[src/rtl/role_regfile_pkg.sv]
`timescale 1ns/1ps
package role_regfile_pkg;

    // Selector geometry
    localparam int SEL_W      = 4;
    localparam int NUM_INDEX  = 7;
    localparam int NUM_VEC    = 3;

    // Bank holds every register except the program counter
    localparam int BANK_WORDS = NUM_INDEX + 3 + NUM_VEC;

    // Selector values (behaviour depends on these encodings)
    localparam logic [SEL_W-1:0] SEL_PC       = SEL_W'(0);
    localparam logic [SEL_W-1:0] SEL_EXT      = SEL_W'(NUM_INDEX + 1);
    localparam logic [SEL_W-1:0] SEL_QUO      = SEL_W'(NUM_INDEX + 2);
    localparam logic [SEL_W-1:0] SEL_BASE     = SEL_W'(NUM_INDEX + 3);
    localparam logic [SEL_W-1:0] SEL_VEC0     = SEL_W'(NUM_INDEX + 4);
    localparam logic [SEL_W-1:0] SEL_RSV_LO   = SEL_W'(BANK_WORDS + 1);

    // Bank index of the extension word and of the first vector word
    localparam int EXT_IDX    = NUM_INDEX;
    localparam int VEC_IDX    = NUM_INDEX + 3;

    typedef enum logic [1:0] {
        IRQ_SERVICE = 2'd0,
        IRQ_FAULT   = 2'd1,
        IRQ_POWER   = 2'd2,
        IRQ_NONE    = 2'd3
    } irq_class_e;

endpackage

[src/rtl/rrf_pc_unit.sv]
`timescale 1ns/1ps
// Program counter with load-over-step priority.
module rrf_pc_unit #(
    parameter int DATA_W = 16
) (
    input  logic              clk_i,
    input  logic              rst_ni,
    input  logic              load_i,
    input  logic [DATA_W-1:0] load_data_i,
    input  logic              step_i,
    output logic [DATA_W-1:0] pc_o
);

    typedef struct packed {
        logic [DATA_W-1:0] pc;
    } pc_state_t;

    pc_state_t st_d, st_q;

    always_comb begin
        st_d = st_q;
        if (load_i) begin
            // explicit load wins over the step
            st_d.pc = load_data_i;
        end else if (step_i) begin
            st_d.pc = st_q.pc + DATA_W'(1);
        end
    end

    always_ff @(posedge clk_i) begin
        if (!rst_ni) begin
            st_q <= '0;
        end else begin
            st_q <= st_d;
        end
    end

    assign pc_o = st_q.pc;

endmodule

[src/rtl/rrf_word_bank.sv]
`timescale 1ns/1ps
// Storage for all non-PC registers; one decoded write enable per word.
module rrf_word_bank
    import role_regfile_pkg::*;
#(
    parameter int DATA_W = 16,
    parameter int WORDS  = BANK_WORDS
) (
    input  logic                         clk_i,
    input  logic                         rst_ni,
    input  logic                         wr_en_i,
    input  logic [SEL_W-1:0]             wr_sel_i,
    input  logic [DATA_W-1:0]            wr_data_i,
    output logic [WORDS-1:0][DATA_W-1:0] words_o
);

    typedef struct packed {
        logic [WORDS-1:0][DATA_W-1:0] word;
    } bank_state_t;

    bank_state_t      st_d, st_q;
    logic [WORDS-1:0] hit;

    // Bank word g answers to selector g+1; selectors past the bank never hit
    for (genvar g = 0; g < WORDS; g++) begin : g_decode
        assign hit[g] = wr_en_i && (wr_sel_i == SEL_W'(g + 1));
    end

    always_comb begin
        st_d = st_q;
        for (int i = 0; i < WORDS; i++) begin
            if (hit[i]) begin
                st_d.word[i] = wr_data_i;
            end
        end
    end

    always_ff @(posedge clk_i) begin
        if (!rst_ni) begin
            st_q <= '0;
        end else begin
            st_q <= st_d;
        end
    end

    assign words_o = st_q.word;

endmodule

[src/rtl/rrf_port_mux.sv]
`timescale 1ns/1ps
// Read-port selection, vector selection and double-word pairing.
module rrf_port_mux
    import role_regfile_pkg::*;
#(
    parameter int DATA_W = 16,
    parameter int WORDS  = BANK_WORDS
) (
    input  logic [DATA_W-1:0]            pc_i,
    input  logic [WORDS-1:0][DATA_W-1:0] words_i,
    input  logic [SEL_W-1:0]             rd_sel_i,
    input  logic [1:0]                   irq_class_i,
    input  logic [DATA_W-1:0]            acc_i,
    output logic [DATA_W-1:0]            rd_data_o,
    output logic [DATA_W-1:0]            vector_o,
    output logic [2*DATA_W-1:0]          dword_o
);

    always_comb begin
        rd_data_o = '0;
        if (rd_sel_i == SEL_PC) begin
            rd_data_o = pc_i;
        end
        for (int i = 0; i < WORDS; i++) begin
            if (rd_sel_i == SEL_W'(i + 1)) begin
                rd_data_o = words_i[i];
            end
        end
    end

    always_comb begin
        vector_o = '0;
        for (int c = 0; c < NUM_VEC; c++) begin
            if (irq_class_i == 2'(c)) begin
                vector_o = words_i[VEC_IDX + c];
            end
        end
    end

    // extension word is always the low half
    assign dword_o = {acc_i, words_i[EXT_IDX]};

endmodule

[src/rtl/role_regfile.sv]
`timescale 1ns/1ps
module role_regfile
    import role_regfile_pkg::*;
#(
    parameter int DATA_W = 16
) (
    input  logic                clk_i,
    input  logic                rst_ni,
    input  logic                wr_en_i,
    input  logic [3:0]          wr_sel_i,
    input  logic [DATA_W-1:0]   wr_data_i,
    input  logic [3:0]          rd_sel_i,
    output logic [DATA_W-1:0]   rd_data_o,
    input  logic                step_i,
    output logic [DATA_W-1:0]   pc_o,
    input  logic [DATA_W-1:0]   acc_i,
    output logic [2*DATA_W-1:0] dword_o,
    input  logic [1:0]          irq_class_i,
    output logic [DATA_W-1:0]   vector_o
);

    logic                              pc_load;
    logic [DATA_W-1:0]                 pc_q;
    logic [BANK_WORDS-1:0][DATA_W-1:0] bank_words;

    assign pc_load = wr_en_i && (wr_sel_i == SEL_PC);

    rrf_pc_unit #(.DATA_W(DATA_W)) i_pc (
        .clk_i       (clk_i),
        .rst_ni      (rst_ni),
        .load_i      (pc_load),
        .load_data_i (wr_data_i),
        .step_i      (step_i),
        .pc_o        (pc_q)
    );

    rrf_word_bank #(.DATA_W(DATA_W), .WORDS(BANK_WORDS)) i_bank (
        .clk_i     (clk_i),
        .rst_ni    (rst_ni),
        .wr_en_i   (wr_en_i),
        .wr_sel_i  (wr_sel_i),
        .wr_data_i (wr_data_i),
        .words_o   (bank_words)
    );

    rrf_port_mux #(.DATA_W(DATA_W), .WORDS(BANK_WORDS)) i_mux (
        .pc_i        (pc_q),
        .words_i     (bank_words),
        .rd_sel_i    (rd_sel_i),
        .irq_class_i (irq_class_i),
        .acc_i       (acc_i),
        .rd_data_o   (rd_data_o),
        .vector_o    (vector_o),
        .dword_o     (dword_o)
    );

    assign pc_o = pc_q;

endmodule

[config.mk]
export PLATFORM = sky130hd
export DESIGN_NAME = role_regfile
export DESIGN_NICKNAME = d
export VERILOG_FILES = /design/src/rtl/role_regfile_pkg.sv /design/src/rtl/rrf_pc_unit.sv /design/src/rtl/rrf_word_bank.sv /design/src/rtl/rrf_port_mux.sv /design/src/rtl/role_regfile.sv
export SDC_FILE = /design/constraint.sdc
export NUM_CORES = 1
export LEC_CHECK = 0
export CAP_MARGIN = 20
export CORE_MARGIN = 8
export CORE_UTILIZATION = 50
export DETAILED_ROUTE_END_ITERATION = 7
export DONT_BUFFER_PORTS = 1
export PLACE_DENSITY_LB_ADDON = 0.3
export SYNTH_ARGS = -nofsm -noshare
export SYNTH_HDL_FRONTEND = slang
export SYNTH_SLANG_ARGS = --single-unit
[constraint.sdc]
create_clock -name clk_i -period 1.4 [get_ports clk_i]
set_input_delay 0.14 -clock clk_i [delete_from_list [all_inputs] [get_ports clk_i]]
set_output_delay 0.14 -clock clk_i [all_outputs]
set_load 0.01 [all_outputs]
After elaboration in Yosys (flattened, before gate mapping)
Index checks and enable logic that the tools add are counted.
{ "word_totals": {"reg_bits": 224, "inputBits": 46, "out_inout_bits": 80, "wordCells": 80} }
{ "classes": {"addsub": 1, "eq_ne": 28, "mux": 19, "reduce_logical": 18} }
{ "ops": {"columns": ["cell", "n"], "rows": [
  ["$mux 16", 19],
  ["$eq 4x4->1 const B", 12],
  ["$eq 4x3->1 const B", 8],
  ["$add 16x1->16 const B", 1],
  ["$eq 4x2->1 const B", 4],
  ["$logic_and 1x1->1", 14],
  ["$eq 4x1->1 const B", 2],
  ["$logic_not 4->1", 2],
  ["$eq 2x1->1 const B", 1],
  ["$eq 2x2->1 const B", 1],
  ["$logic_not 2->1", 1],
  ["$reduce_bool 2->1", 1]
]} }

Depth between registers and ports, before layout
Gate-level depths: netlist of run 1.
{ "logic_depth": {"word_depth": 15, "mapped_depth": 8, "ltp_nobuf": 6} }

Modules after synthesis
A second synthesis of run 1 with hierarchy kept.
{ "hier_totals": {"cells_unflattened": 1299, "hier_area_um2": 11524.8} }
{ "by_module_without_submodules": {"columns": ["mod", "instances", "cells_per_inst", "area_per_inst_um2"], "rows": [
  ["rrf_word_bank", 1, 720, 7497.2],
  ["rrf_port_mux", 1, 478, 3089.2],
  ["rrf_pc_unit", 1, 99, 919.6],
  ["role_regfile", 1, 2, 18.8]
]} }

Worst setup path before layout of run 1
No wires, ideal clock.
{ "synth_path": {"path_kind": "register to register", "startpoint": "register i_pc.st_q (netlist bit i_pc.pc_o[0])", "endpoint": "register i_pc.st_q (netlist bit i_pc.pc_o[10])", "t_arrival_ps": 1388, "path_slack_ps": -58, "path_stages_with_launch": 7, "n_path_buf": 0, "cell_sequence": "dfxtp_1 > ha_1 > nand4_1 > nor2_1 > nand4_1 > xor2_1 > a21oi_1"} }
{ "synth_between": {"elab_chain_cells": 3} }
{ "synth_lines": {"columns": ["element", "line", "rtl"], "rows": [
  ["start: declaration", "rrf_pc_unit.sv:18", "pc_state_t st_d, st_q;"],
  ["start signal: assignment", "rrf_pc_unit.sv:34", "st_q <= st_d;"],
  ["$add 16x1->16", "rrf_pc_unit.sv:26", "st_d.pc = st_q.pc + DATA_W'(1);"],
  ["$mux 16", "rrf_pc_unit.sv:25", "end else if (step_i) begin"],
  ["$mux 16", "rrf_pc_unit.sv:22", "if (load_i) begin"]
]} }
Every way passes these cells. The select of a mux whose other input is x is not followed.
A chain may end at the register's enable or synchronous reset.

Final worst setup path of run 1
{ "layout_path": {"startpoint": "register i_bank.st_q (netlist bit i_bank.words_o[37])", "endpoint": "output rd_data_o[5]"} }
{ "layout_between": {"elab_chain_cells": 11} }
{ "layout_lines": {"columns": ["element", "line", "rtl"], "rows": [
  ["start: declaration", "rrf_word_bank.sv:21", "bank_state_t st_d, st_q;"],
  ["start signal: assignment", "rrf_word_bank.sv:42", "st_q <= st_d;"],
  ["$mux 16 (11 in a row)", "rrf_port_mux.sv:25", "if (rd_sel_i == SEL_W'(i + 1)) begin"],
  ["end: declaration", "role_regfile.sv:13", "output logic [DATA_W-1:0] rd_data_o,"]
]} }
Every way passes these cells.

==> flow_summary.rst, run 1 <==
.. list-table::
   :header-rows: 1

   * - Metric
     - Value
   * - Yosys warnings
     - 0
   * - Peak clock frequency supported by timing
     - 487 MHz
   * - Filler cells
     - 1,901
   * - Number of global-route vias before repair
     - 9,954
   * - Status
     - finished with violations
   * - CTS root buffer
     - sky130_fd_sc_hd__clkbuf_16
   * - Final hold slack
     - -0.229 ns
   * - Total power
     - 0.0145 W
   * - Least setup slack across all paths after layout
     - -0.654 ns
   * - Reg-to-reg slack, setup
     - -0.06 ns
   * - Post-synthesis compound-gate area fraction
     - 20.0%
   * - Count of input and output buffers
     - 0
   * - Post-Synthesis Mean Instance Area
     - 8.38 um^2
   * - Number of DRC violations after detailed-routing iteration 0
     - 1,147
   * - Area share of the largest cell type after synthesis
     - 38.4%
   * - Top FF cell, synth
     - sky130_fd_sc_hd__dfxtp_1
   * - First-pass detailed-route iteration total
     - 8
   * - Sequential fraction of the synthesis area
     - 38.4%
   * - Share of flip-flops with an asynchronous set or reset after synthesis
     - 0%
   * - Xor/xnor share of the synthesized area
     - 1.05%
   * - Area fraction in and, or, nand and nor cells after synthesis
     - 20.3%
   * - Post-synth top area cell
     - sky130_fd_sc_hd__dfxtp_1
   * - TritonCTS Sinks
     - 224
   * - Instance area after placement
     - 0.0126 mm^2
   * - Combinational family with the most area after synthesis
     - simple AND/OR/NAND/NOR gates
   * - Data arrival time of the critical path
     - 1.91 ns
   * - Worst Max-Slew Pin Slew
     - 0.835 ns
   * - Half-perimeter wire length of the detailed placement result
     - 23.0 mm
   * - Setup repair after global routing missed its margin
     - yes
   * - Critical path startpoint category
     - flop
   * - Initial core utilization
     - 50.4%
   * - Violated checks
     - DRC, hold timing, setup timing
   * - H-Tree Depth
     - 1
   * - Shortest period the worst path allows
     - 2.05 ns
   * - Share of the clock period used by the worst path after layout
     - 147%
   * - Area of the core
     - 0.0232 mm^2
   * - Hold Crit Class
     - in -> reg
   * - Worst VDD drop
     - 0.704 mV
   * - Adder-cell share of the synthesized area
     - 0.107%
   * - Total track usage
     - 24.7%
   * - Clock latency reported for the late side of the worst-skew pair
     - 0.51 ns
   * - Maximum capacitance violations
     - 0
   * - Proportion of layout cells with a drive suffix above 1
     - 23.8%
   * - Setup skew after layout
     - 0.00463 ns
   * - Pre-CTS setup slack
     - -0.233 ns
   * - Type of the setup path with the least slack
     - reg -> out
   * - Maximum clock insertion buffer count
     - 3
   * - Area delta synth->final
     - 26.2%
   * - Via count of the routed design
     - 10,571
   * - Setup Viol. Count Final
     - 23
   * - Leakage
     - 5.38 nW
   * - Final standard cell area without fillers
     - 0.0147 mm^2
   * - Clock tree from TritonCTS
     - built
   * - Global-route wire length before repair
     - 56.7 mm
   * - Height of the die
     - 169 um
   * - Mapped Nets
     - 1,441
   * - Register clock-pin slew on the reported worst setup and hold paths
     - 0.06 ns
   * - Die area
     - 0.0285 mm^2
   * - Layout net count
     - 1,535
   * - Slew headroom
     - 44.1%
   * - Detailed-route vias per instance
     - 5.79
   * - Number of distinct library cells after synthesis
     - 66
   * - Remaining antenna violation count
     - 0
   * - Drt total wl
     - 37.6 mm
   * - Overall die width
     - 169 um
   * - Synthesis-stage register bit count
     - 224
   * - Site row count
     - 56
   * - Initial antenna violation count
     - 1
   * - Endpoint required time on the critical path
     - 1.26 ns
   * - Critical Path End Type
     - output port
   * - Residual DRC
     - 9
   * - Final Core Density
     - 63.6%
   * - I/O pin count
     - 126
   * - Wirelength per Cell
     - 20.6 um
   * - Power per cell area
     - 985 mW/mm^2
   * - Post-synthesis mux area share
     - 13.0%
   * - Number of pins with negative max-slew slack in the final report
     - 0
   * - Count of flip-flops with a built-in enable after synthesis
     - 0
   * - Post-Synthesis Cells
     - 1,394
   * - Netlist Area Pre-Place
     - 0.0117 mm^2
   * - Maximum fanout along the worst path
     - 2
   * - Clock buffer count from CTS
     - 24
   * - Total grt overflow
     - 0
   * - Final weighted congestion in routability-driven placement
     - 0.840
   * - Final hold violation count
     - 174
   * - Maximum number of pins on one net before global-route repair
     - 225
   * - Dominant cells by area after synthesis
     - sky130_fd_sc_hd__dfxtp_1 38%, sky130_fd_sc_hd__mux2i_1 11%, sky130_fd_sc_hd__nand2_1 11%
-- sequential cells by signal (all words and copies together) (netlist names) --
| name | flops |
|---|---|
| i_bank.words_o | 208 |
| i_pc.pc_o | 16 |
-- cells in the final DEF, fill, tap and decap left out, types with 9 or more instances in the layout --
cell / Yosys / final
sky130_fd_sc_hd__dfxtp_1: 224 / 181
sky130_fd_sc_hd__a21boi_1: 61 / 61
sky130_fd_sc_hd__clkbuf_16: 0 / 25
sky130_fd_sc_hd__o21ai_0: 62 / 38
sky130_fd_sc_hd__nor2_2: 1 / 9
sky130_fd_sc_hd__a21oi_1: 39 / 27
sky130_fd_sc_hd__mux2i_1: 133 / 121
sky130_fd_sc_hd__xor2_1: 10 / 10
sky130_fd_sc_hd__o21ai_1: 1 / 13
sky130_fd_sc_hd__nor2_4: 4 / 10
sky130_fd_sc_hd__dlygate4sd3_1: 0 / 62
sky130_fd_sc_hd__o21ai_2: 0 / 12
sky130_fd_sc_hd__a21oi_2: 0 / 12
sky130_fd_sc_hd__buf_12: 0 / 18
sky130_fd_sc_hd__dfxtp_2: 0 / 41
sky130_fd_sc_hd__nand3_1: 16 / 12
sky130_fd_sc_hd__a222oi_1: 11 / 11
sky130_fd_sc_hd__a21boi_0: 83 / 83
sky130_fd_sc_hd__nor2b_1: 76 / 76
sky130_fd_sc_hd__buf_6: 6 / 19
sky130_fd_sc_hd__o22ai_1: 19 / 11
sky130_fd_sc_hd__buf_4: 44 / 115
sky130_fd_sc_hd__nand2_1: 342 / 341
sky130_fd_sc_hd__o2bb2ai_1: 9 / 9
sky130_fd_sc_hd__o21a_1: 10 / 10
sky130_fd_sc_hd__nor2_1: 44 / 30
-- report_power, final --
part | total (W) | internal [W] | switching, W
Combinational | 0.00147 | 0.000736 | 0.000733
Clock | 0.00652 | 0.00379 | 0.00272
Sequential | 0.00653 | 0.00647 | 0.0000638
Total | 0.0145 | 0.0110 | 0.00352
-- logic make-up after synthesis --
family,after synthesis
buffers and inverters,154
multiplexers,148
XOR/XNOR,14
AND/OR/NAND/NOR,516
AO/OA/AOI/OAI,337
adder cells (fa/ha/maj),1
flip-flops,224
-- what timing repair did --
action | CTS | global route
hold buffers | 23 | 43
pin swaps | 55 | 52
endpoints found under the setup margin | 38 | 49
buffers inserted | 7 | 7
endpoints found under the hold margin | 224 | 217
resized for setup | 110 | 85
-- cells in the mapped netlist, types with 6 or more instances --
library cell and number:
sky130_fd_sc_hd__nand2_1 342, sky130_fd_sc_hd__dfxtp_1 224, sky130_fd_sc_hd__mux2i_1 133, sky130_fd_sc_hd__a21boi_0 83
sky130_fd_sc_hd__nor2b_1 76, sky130_fd_sc_hd__clkbuf_1 64, sky130_fd_sc_hd__o21ai_0 62, sky130_fd_sc_hd__a21boi_1 61
sky130_fd_sc_hd__buf_4 44, sky130_fd_sc_hd__nor2_1 44, sky130_fd_sc_hd__a21oi_1 39, sky130_fd_sc_hd__buf_2 32
sky130_fd_sc_hd__o22ai_1 19, sky130_fd_sc_hd__nand3_1 16, sky130_fd_sc_hd__mux2_2 13, sky130_fd_sc_hd__a222oi_1 11
sky130_fd_sc_hd__o21a_1 10, sky130_fd_sc_hd__xor2_1 10, sky130_fd_sc_hd__a2bb2oi_1 9, sky130_fd_sc_hd__o2bb2ai_1 9
sky130_fd_sc_hd__buf_6 6, sky130_fd_sc_hd__o211a_1 6
-- metrics by stage --
step / std cells / TNS, ns
2_1_floorplan: 1394 / -0.0136
3_3_place_gp: 1706 / -2.12
3_5_place_dp: 1706 / -2.94
4_1_cts: 1778 / -9.27
5_1_grt: 1826 / -11.34
6_report: 1827 / -9.35
-- worst paths after layout --
kind                           start                  to  cells after the start
setup / recovery  i_bank.words_o[37]        rd_data_o[5]                      4
hold / removal                rst_ni        i_pc.pc_o[1]                      1
setup reg to reg        i_pc.pc_o[0]       i_pc.pc_o[10]                      7
hold reg to reg   i_bank.words_o[61]  i_bank.words_o[61]                      2
-- metal layers --
metal  up-vias  GRT usage, %  share of wire, %
li1       4931             -                 -
met3        81          4.80               8.3
met1      5130          32.3                42
met5         -             0                 0
met4         0          8.54               2.9
met2       429          40.3                46
-- cell type report --
class | instances | area (um^2) | share of cell area [%]
Antenna cell | 2 | 5.00 | 0.0340
Clock buffer | 33 | 716 | 4.86
Clock inverter | 11 | 106 | 0.722
Inverter | 4 | 15.0 | 0.102
Multi-Input combinational cell | 1016 | 6850 | 46.5
Sequential cell | 224 | 4540 | 30.8
Tap cell | 319 | 399 | 2.71
Timing Repair Buffer | 218 | 2110 | 14.3
-- critical path, cell delays in order (launching register included) --
cell and delay [ns]:
sky130_fd_sc_hd__dfxtp_1 0.31, sky130_fd_sc_hd__mux4_2 0.49, sky130_fd_sc_hd__a32oi_1 0.17, sky130_fd_sc_hd__nor2_1 0.06, sky130_fd_sc_hd__a221o_2 0.37
Power figures use the tool's default switching activity.
==> run 2: changes to the inputs <==
--- a/config.mk
+++ b/config.mk
@@ -6,6 +6,7 @@
 export NUM_CORES = 1
 export LEC_CHECK = 0
 export CAP_MARGIN = 20
+export CORE_ASPECT_RATIO = 1.2
 export CORE_MARGIN = 8
 export CORE_UTILIZATION = 50
 export DETAILED_ROUTE_END_ITERATION = 7
==> run 2 against run 1 <==
Effect of this change:
- the flow finishes with violations (hold timing, setup timing)
- combinational power down 5%
- first-iteration DRC count down 19%
- largest cell class unchanged
- die area about the same
- cell count down 0.88%
- core utilization down 0.57 points
- critical path depth up 3
- highest routed layer is now met5
- critical endpoint is now rd_data_o[6]
- critical path type unchanged
- global-route usage up 0.18 points
- flip-flop and latch count unchanged
- clock power up 12%
==> flow_summary.rst, run 2 (synthesis gave the netlist of run 1 again) <==
.. list-table::
   :header-rows: 1

   * - Metric
     - Value
   * - Status
     - finished with violations
   * - Violated checks
     - hold timing, setup timing
   * - Critical path origin
     - i_pc.pc_o[6]
   * - Dominant delay contributor by cell family on the critical path
     - compound AO/OA/AOI/OAI gates
   * - Number of diodes added for antenna fixing
     - 0
   * - Worst VDD drop
     - 0.723 mV
   * - Critical path startpoint category
     - flop
   * - Final hold slack
     - -0.234 ns
   * - Type of the setup path with the least slack
     - reg -> out
   * - Maximum number of pins on one net before global-route repair
     - 225
   * - Clock buffer count from CTS
     - 24
   * - Largest stage delay, worst path
     - 0.46 ns
   * - Clock tree from TritonCTS
     - built
   * - H-Tree Depth
     - 1
   * - Remaining antenna violation count
     - 0
   * - Number of buffers and inverters on the critical path
     - 2
   * - TritonCTS Sinks
     - 224
   * - Proportion of layout cells with a drive suffix above 1
     - 20.3%
   * - First-pass detailed-route iteration total
     - 8
   * - Setup skew after layout
     - 0.0212 ns
   * - Number of global-route vias before repair
     - 10,099
   * - Number of DRC violations after detailed-routing iteration 0
     - 928
   * - Area delta synth->final
     - 24.3%
   * - Area of the core
     - 0.0230 mm^2
   * - Hold Crit Class
     - in -> reg
   * - Count of input and output buffers
     - 0
   * - Site row count
     - 61
   * - Overall die width
     - 156 um
   * - Maximum clock insertion buffer count
     - 3
   * - Initial antenna violation count
     - 1
   * - Cell repeated most along the worst path
     - sky130_fd_sc_hd__buf_4
   * - Instance area after placement
     - 0.0125 mm^2
   * - FF-to-FF Start
     - i_pc.pc_o[0]
   * - Final hold violation count
     - 171
   * - CTS root buffer
     - sky130_fd_sc_hd__clkbuf_16
   * - Maximum capacitance violations
     - 0
   * - Data arrival time of the critical path
     - 2.06 ns
   * - Height of the die
     - 183 um
   * - Detailed-route vias per instance
     - 5.74
   * - Drt total wl
     - 37.1 mm
   * - Layout net count
     - 1,525
   * - Master of the slowest instance on the critical path
     - sky130_fd_sc_hd__a222oi_1
   * - Setup Viol. Count Final
     - 23
   * - I/O pin count
     - 126
   * - Half-perimeter wire length of the detailed placement result
     - 22.6 mm
   * - Register clock-pin slew on the reported worst setup and hold paths
     - 0.05 ns
   * - Total power
     - 0.0152 W
   * - Total grt overflow
     - 0
   * - Leakage
     - 5.37 nW
   * - Commonest non-fill, non-tap cell in the layout
     - sky130_fd_sc_hd__nand2_1
   * - Share of the clock period used by the worst path after layout
     - 157%
   * - Shortest period the worst path allows
     - 2.20 ns
   * - Initial core utilization
     - 50.7%
   * - Slew headroom
     - 48.1%
   * - Die area
     - 0.0285 mm^2
   * - Origin of the worst min-delay path
     - rst_ni
   * - Flip-flop count of the largest register, all copies and words added
     - 208
   * - Setup repair after global routing missed its margin
     - yes
   * - Wirelength per Cell
     - 20.5 um
   * - Maximum fanout along the worst path
     - 3
   * - Filler cells
     - 1,927
   * - Final Core Density
     - 63.0%
   * - Cell-by-cell listing of the critical path
     - nor2_2, a2bb2oi_2, o22ai_1, a222oi_1, buf_4, nor2_1, buf_4
   * - Least setup slack across all paths after layout
     - -0.802 ns
   * - Critical Path End Type
     - output port
   * - Number of pins with negative max-slew slack in the final report
     - 0
   * - Endpoint required time on the critical path
     - 1.26 ns
   * - Final weighted congestion in routability-driven placement
     - 0.816
   * - Power per cell area
     - 1050 mW/mm^2
   * - Via count of the routed design
     - 10,399
   * - Most frequent cells in the layout
     - 340 x sky130_fd_sc_hd__nand2_1, 189 x sky130_fd_sc_hd__dfxtp_1, 129 x sky130_fd_sc_hd__mux2i_1
   * - Residual DRC
     - 0
   * - Worst Max-Slew Pin Slew
     - 0.776 ns
   * - Clock latency reported for the late side of the worst-skew pair
     - 0.52 ns
   * - Global-route wire length before repair
     - 56.9 mm
   * - Final standard cell area without fillers
     - 0.0145 mm^2
   * - Total track usage
     - 24.9%
   * - Post-Route Setup TNS
     - -9.80 ns
   * - Peak clock frequency supported by timing
     - 454 MHz
-- run 2: cell count changes in the layout (fill, tap and decap cells not counted), sizes merged --
cell / before / now
diode: 2 / 0
dlygate4sd3: 62 / 67
inv: 3 / 4
clkinv: 8 / 3
buf: 152 / 137
bufinv: 1 / 5
clkbuf: 33 / 34
clkinvlp: 3 / 2
-- run 2: layout make-up --
| class | count | area (um^2) | share of cell area, % |
|---|---|---|---|
| clock inverters | 10 | 184 | 1.27 |
| multi-input cells | 1016 | 6630 | 45.6 |
| flip-flops and latches | 224 | 4530 | 31.2 |
| repair buffers | 208 | 2040 | 14.0 |
| inverters | 4 | 15.0 | 0.103 |
| well taps | 315 | 394 | 2.71 |
| clock buffers | 34 | 729 | 5.02 |
-- run 2: what timing repair did --
action	CTS	global route
setup endpoints to repair	38	70
hold endpoints to repair	224	197
hold buffers	45	26
buffers inserted	2	8
gates resized for setup	70	65
pin swaps	44	49
-- run 2: per-layer routing --
layer  track usage [%]  share of wire, %  vias up
li1                  -                 -     4931
met1              31.5                42     4933
met2              40.5                46      448
met3              4.42               8.4       85
met4              11.9               3.8        2
met5                 0             0.030        -
-- run 2: worst reg2reg max path, delay by kind of cell (launching register included) --
family	cells	cell delay, ns
fa+ha+maj	1	0.12
simple gates	3	0.52
xor+xnor	1	0.16
flops	1	0.36
compound gates	1	0.11
buf+inv	1	0.11
-- run 2: through the flow --
stage | instances | worst slack [ns]
after floorplan | 1394 | -0.0130
after global placement | 1690 | -0.269
after detailed placement | 1690 | -0.267
after CTS | 1779 | -0.789
after global routing | 1811 | -0.856
final | 1811 | -0.802
-- run 2: final timing paths --
path,depth (start not counted),slack [ns],to
min reg2reg,2,0.45,i_bank.words_o[12]
max reg2reg,7,-0.04,i_pc.pc_o[10]
max,7,-0.80,rd_data_o[6]
min,1,-0.23,i_pc.pc_o[1]
-- run 2: power breakdown --
part / internal, W / switching (W) / leakage (nW) / total (W)
registers: 0.00647 / 0.0000606 / 1.83 / 0.00653
logic: 0.000686 / 0.000707 / 3.09 / 0.00139
clock network: 0.00455 / 0.00271 / 0.444 / 0.00727
total: 0.0117 / 0.00348 / 5.36 / 0.0152
==> run 3: changes to the inputs <==
--- a/config.mk
+++ b/config.mk
@@ -8,7 +8,7 @@
 export CAP_MARGIN = 20
 export CORE_ASPECT_RATIO = 1.2
 export CORE_MARGIN = 8
-export CORE_UTILIZATION = 50
+export CORE_UTILIZATION = 25
 export DETAILED_ROUTE_END_ITERATION = 7
 export DONT_BUFFER_PORTS = 1
 export PLACE_DENSITY_LB_ADDON = 0.3
==> run 3 against run 2 <==
Effect of this change:
- the flow still finishes with violations (hold timing, setup timing)
- largest power group unchanged
- critical endpoint is now rd_data_o[15]
- sequential share of layout area fell by 0.78 points
- count of clock-buffer cells in the layout decreased by 1
- cell count rose by 17%
- core utilization shrank 31 points
- global-route usage shrank 9.7 points
- hold slack lost 0.016 ns
- critical path type unchanged
- maximum frequency about the same
- routed wire length rose by 14%
- largest cell class unchanged
==> flow_summary.rst, run 3 (synthesis gave the netlist of run 1 again) <==
.. list-table::
   :header-rows: 1

   * - Metric
     - Value
   * - Drt total wl
     - 42.2 mm
   * - Overall die width
     - 213 um
   * - Number of cells on the worst hold path
     - 1
   * - Initial core utilization
     - 25.4%
   * - Pre-CTS setup slack
     - -0.538 ns
   * - Shortest period the worst path allows
     - 2.20 ns
   * - Flip-flop count of the largest register, all copies and words added
     - 208
   * - I/O pin count
     - 126
   * - Proportion of layout cells with a drive suffix above 1
     - 24.1%
   * - Count of input and output buffers
     - 0
   * - Global-route wire length before repair
     - 63.3 mm
   * - Endpoint of the lowest-slack register-to-register path
     - i_pc.pc_o[9]
   * - Worst reg-to-reg path cell count
     - 7
   * - Maximum fanout along the worst path
     - 2
   * - Least setup slack across all paths after layout
     - -0.800 ns
   * - Layout net count
     - 1,529
   * - Slew headroom
     - 44.0%
   * - Final Core Density
     - 32.4%
   * - Via count of the routed design
     - 10,238
   * - Final standard cell area without fillers
     - 0.0149 mm^2
   * - Number of diodes added for antenna fixing
     - 0
   * - Clock tree from TritonCTS
     - built
   * - Total track usage
     - 15.2%
   * - First-pass detailed-route iteration total
     - 6
   * - H-Tree Depth
     - 1
   * - Reg-to-reg slack, setup
     - -0.05 ns
   * - Violated checks
     - hold timing, setup timing
   * - CTS root buffer
     - sky130_fd_sc_hd__clkbuf_16
   * - Cell total after placement
     - 2,026
   * - Share of the clock period used by the worst path after layout
     - 157%
   * - Worst Hold Path EP
     - i_pc.pc_o[1]
   * - Endpoint required time on the critical path
     - 1.26 ns
   * - Post-route non-filler standard cell count
     - 2,113
   * - Total grt overflow
     - 0
   * - Hold Crit Class
     - in -> reg
   * - Area of the core
     - 0.0461 mm^2
   * - Die area
     - 0.0539 mm^2
   * - Number of DRC violations after detailed-routing iteration 0
     - 790
   * - Detailed-route vias per instance
     - 4.85
   * - Height of the die
     - 253 um
   * - Register clock-pin slew on the reported worst setup and hold paths
     - 0.06 ns
   * - Critical Path End Type
     - output port
   * - Initial antenna violation count
     - 0
   * - Wirelength per Cell
     - 20.0 um
   * - Leakage
     - 5.29 nW
   * - Remaining antenna violation count
     - 0
   * - Commonest non-fill, non-tap cell in the layout
     - sky130_fd_sc_hd__nand2_1
   * - Maximum clock insertion buffer count
     - 3
   * - Setup skew after layout
     - 0.0115 ns
   * - Peak clock frequency supported by timing
     - 455 MHz
   * - Instance area after placement
     - 0.0131 mm^2
   * - Half-perimeter wire length of the detailed placement result
     - 27.7 mm
   * - Final hold violation count
     - 194
   * - Type of the setup path with the least slack
     - reg -> out
   * - Site row count
     - 86
   * - Origin of the worst min-delay path
     - rst_ni
   * - Maximum capacitance violations
     - 0
   * - Maximum number of pins on one net before global-route repair
     - 225
   * - Residual DRC
     - 0
   * - Data arrival time of the critical path
     - 2.06 ns
   * - Clock latency reported for the late side of the worst-skew pair
     - 0.53 ns
   * - Number of pins with negative max-slew slack in the final report
     - 0
   * - Final hold slack
     - -0.249 ns
   * - Critical path startpoint category
     - flop
   * - Area delta synth->final
     - 27.8%
   * - Power per cell area
     - 976 mW/mm^2
   * - Worst Max-Slew Pin Slew
     - 0.837 ns
   * - Final weighted congestion in routability-driven placement
     - 0.807
   * - Setup repair after global routing missed its margin
     - yes
   * - Most frequent cells in the layout
     - 339 x sky130_fd_sc_hd__nand2_1, 182 x sky130_fd_sc_hd__dfxtp_1, 132 x sky130_fd_sc_hd__buf_4
   * - FF-to-FF Start
     - i_pc.pc_o[0]
   * - TritonCTS Sinks
     - 224
   * - Clock buffer count from CTS
     - 24
   * - Setup Viol. Count Final
     - 25
   * - Number of global-route vias before repair
     - 9,916
   * - Status
     - finished with violations
   * - Worst VDD drop
     - 0.698 mV
[run 3: what timing repair did]
item / in CTS / in global routing
resized for setup: 120 / 57
gates cloned: 0 / 0
endpoints found under the hold margin: 224 / 221
setup endpoints to repair: 40 / 43
hold buffers: 19 / 25
buffers inserted: 2 / 6
pin swaps: 53 / 59
[run 3: per-layer routing]
layer	GRT usage [%]	part of all wire [%]	wire length, um	vias up
met1	19.0	43	18000	4992
met5	0	0	0	-
met2	25.6	48	20100	271
met4	3.98	2.3	961	0
met3	3.82	7.3	3070	64
li1	-	-	-	4911
[run 3: through the flow]
stage                     TNS (ns)  total power [W]
after global placement       -4.32          0.00785
after detailed placement     -4.38          0.00786
after CTS                   -11.79           0.0147
after floorplan            -0.0136          0.00765
after global routing        -13.32           0.0151
final                       -10.35           0.0146
[run 3: worst max path at each step]
stage                         from  cells past startpoint             to
5_1_grt         i_bank.words_o[63]                      7  rd_data_o[15]
6_report             i_pc.pc_o[15]                      7  rd_data_o[15]
4_1_cts         i_bank.words_o[54]                      7   rd_data_o[6]
3_5_place_dp           rd_sel_i[2]                      9  rd_data_o[10]
3_3_place_gp   i_bank.words_o[170]                      7  rd_data_o[10]
2_1_floorplan         i_pc.pc_o[5]                      4   rd_data_o[5]
[run 3: final cells by class]
class	instances	area, um^2
Sequential cell	224	4540
Clock inverter	8	90.1
Inverter	4	15.0
Clock buffer	33	706
Fill cell	4889	31100
Multi-Input combinational cell	1016	6780
Tap cell	616	771
Timing Repair Buffer	212	2020
[run 3: critical path: stages, from the launching register on]
cell and delay [ns]:
sky130_fd_sc_hd__dfxtp_2 0.32, sky130_fd_sc_hd__nor2_2 0.11, sky130_fd_sc_hd__a2bb2oi_2 0.17, sky130_fd_sc_hd__o22ai_2 0.11
sky130_fd_sc_hd__a222oi_1 0.46, sky130_fd_sc_hd__buf_4 0.20, sky130_fd_sc_hd__nor2_1 0.04, sky130_fd_sc_hd__buf_4 0.14
[run 3: where the power goes]
part / switching [W] / internal [W]
Combinational: 0.000748 / 0.000730
Clock: 0.00269 / 0.00387
Sequential: 0.0000628 / 0.00647
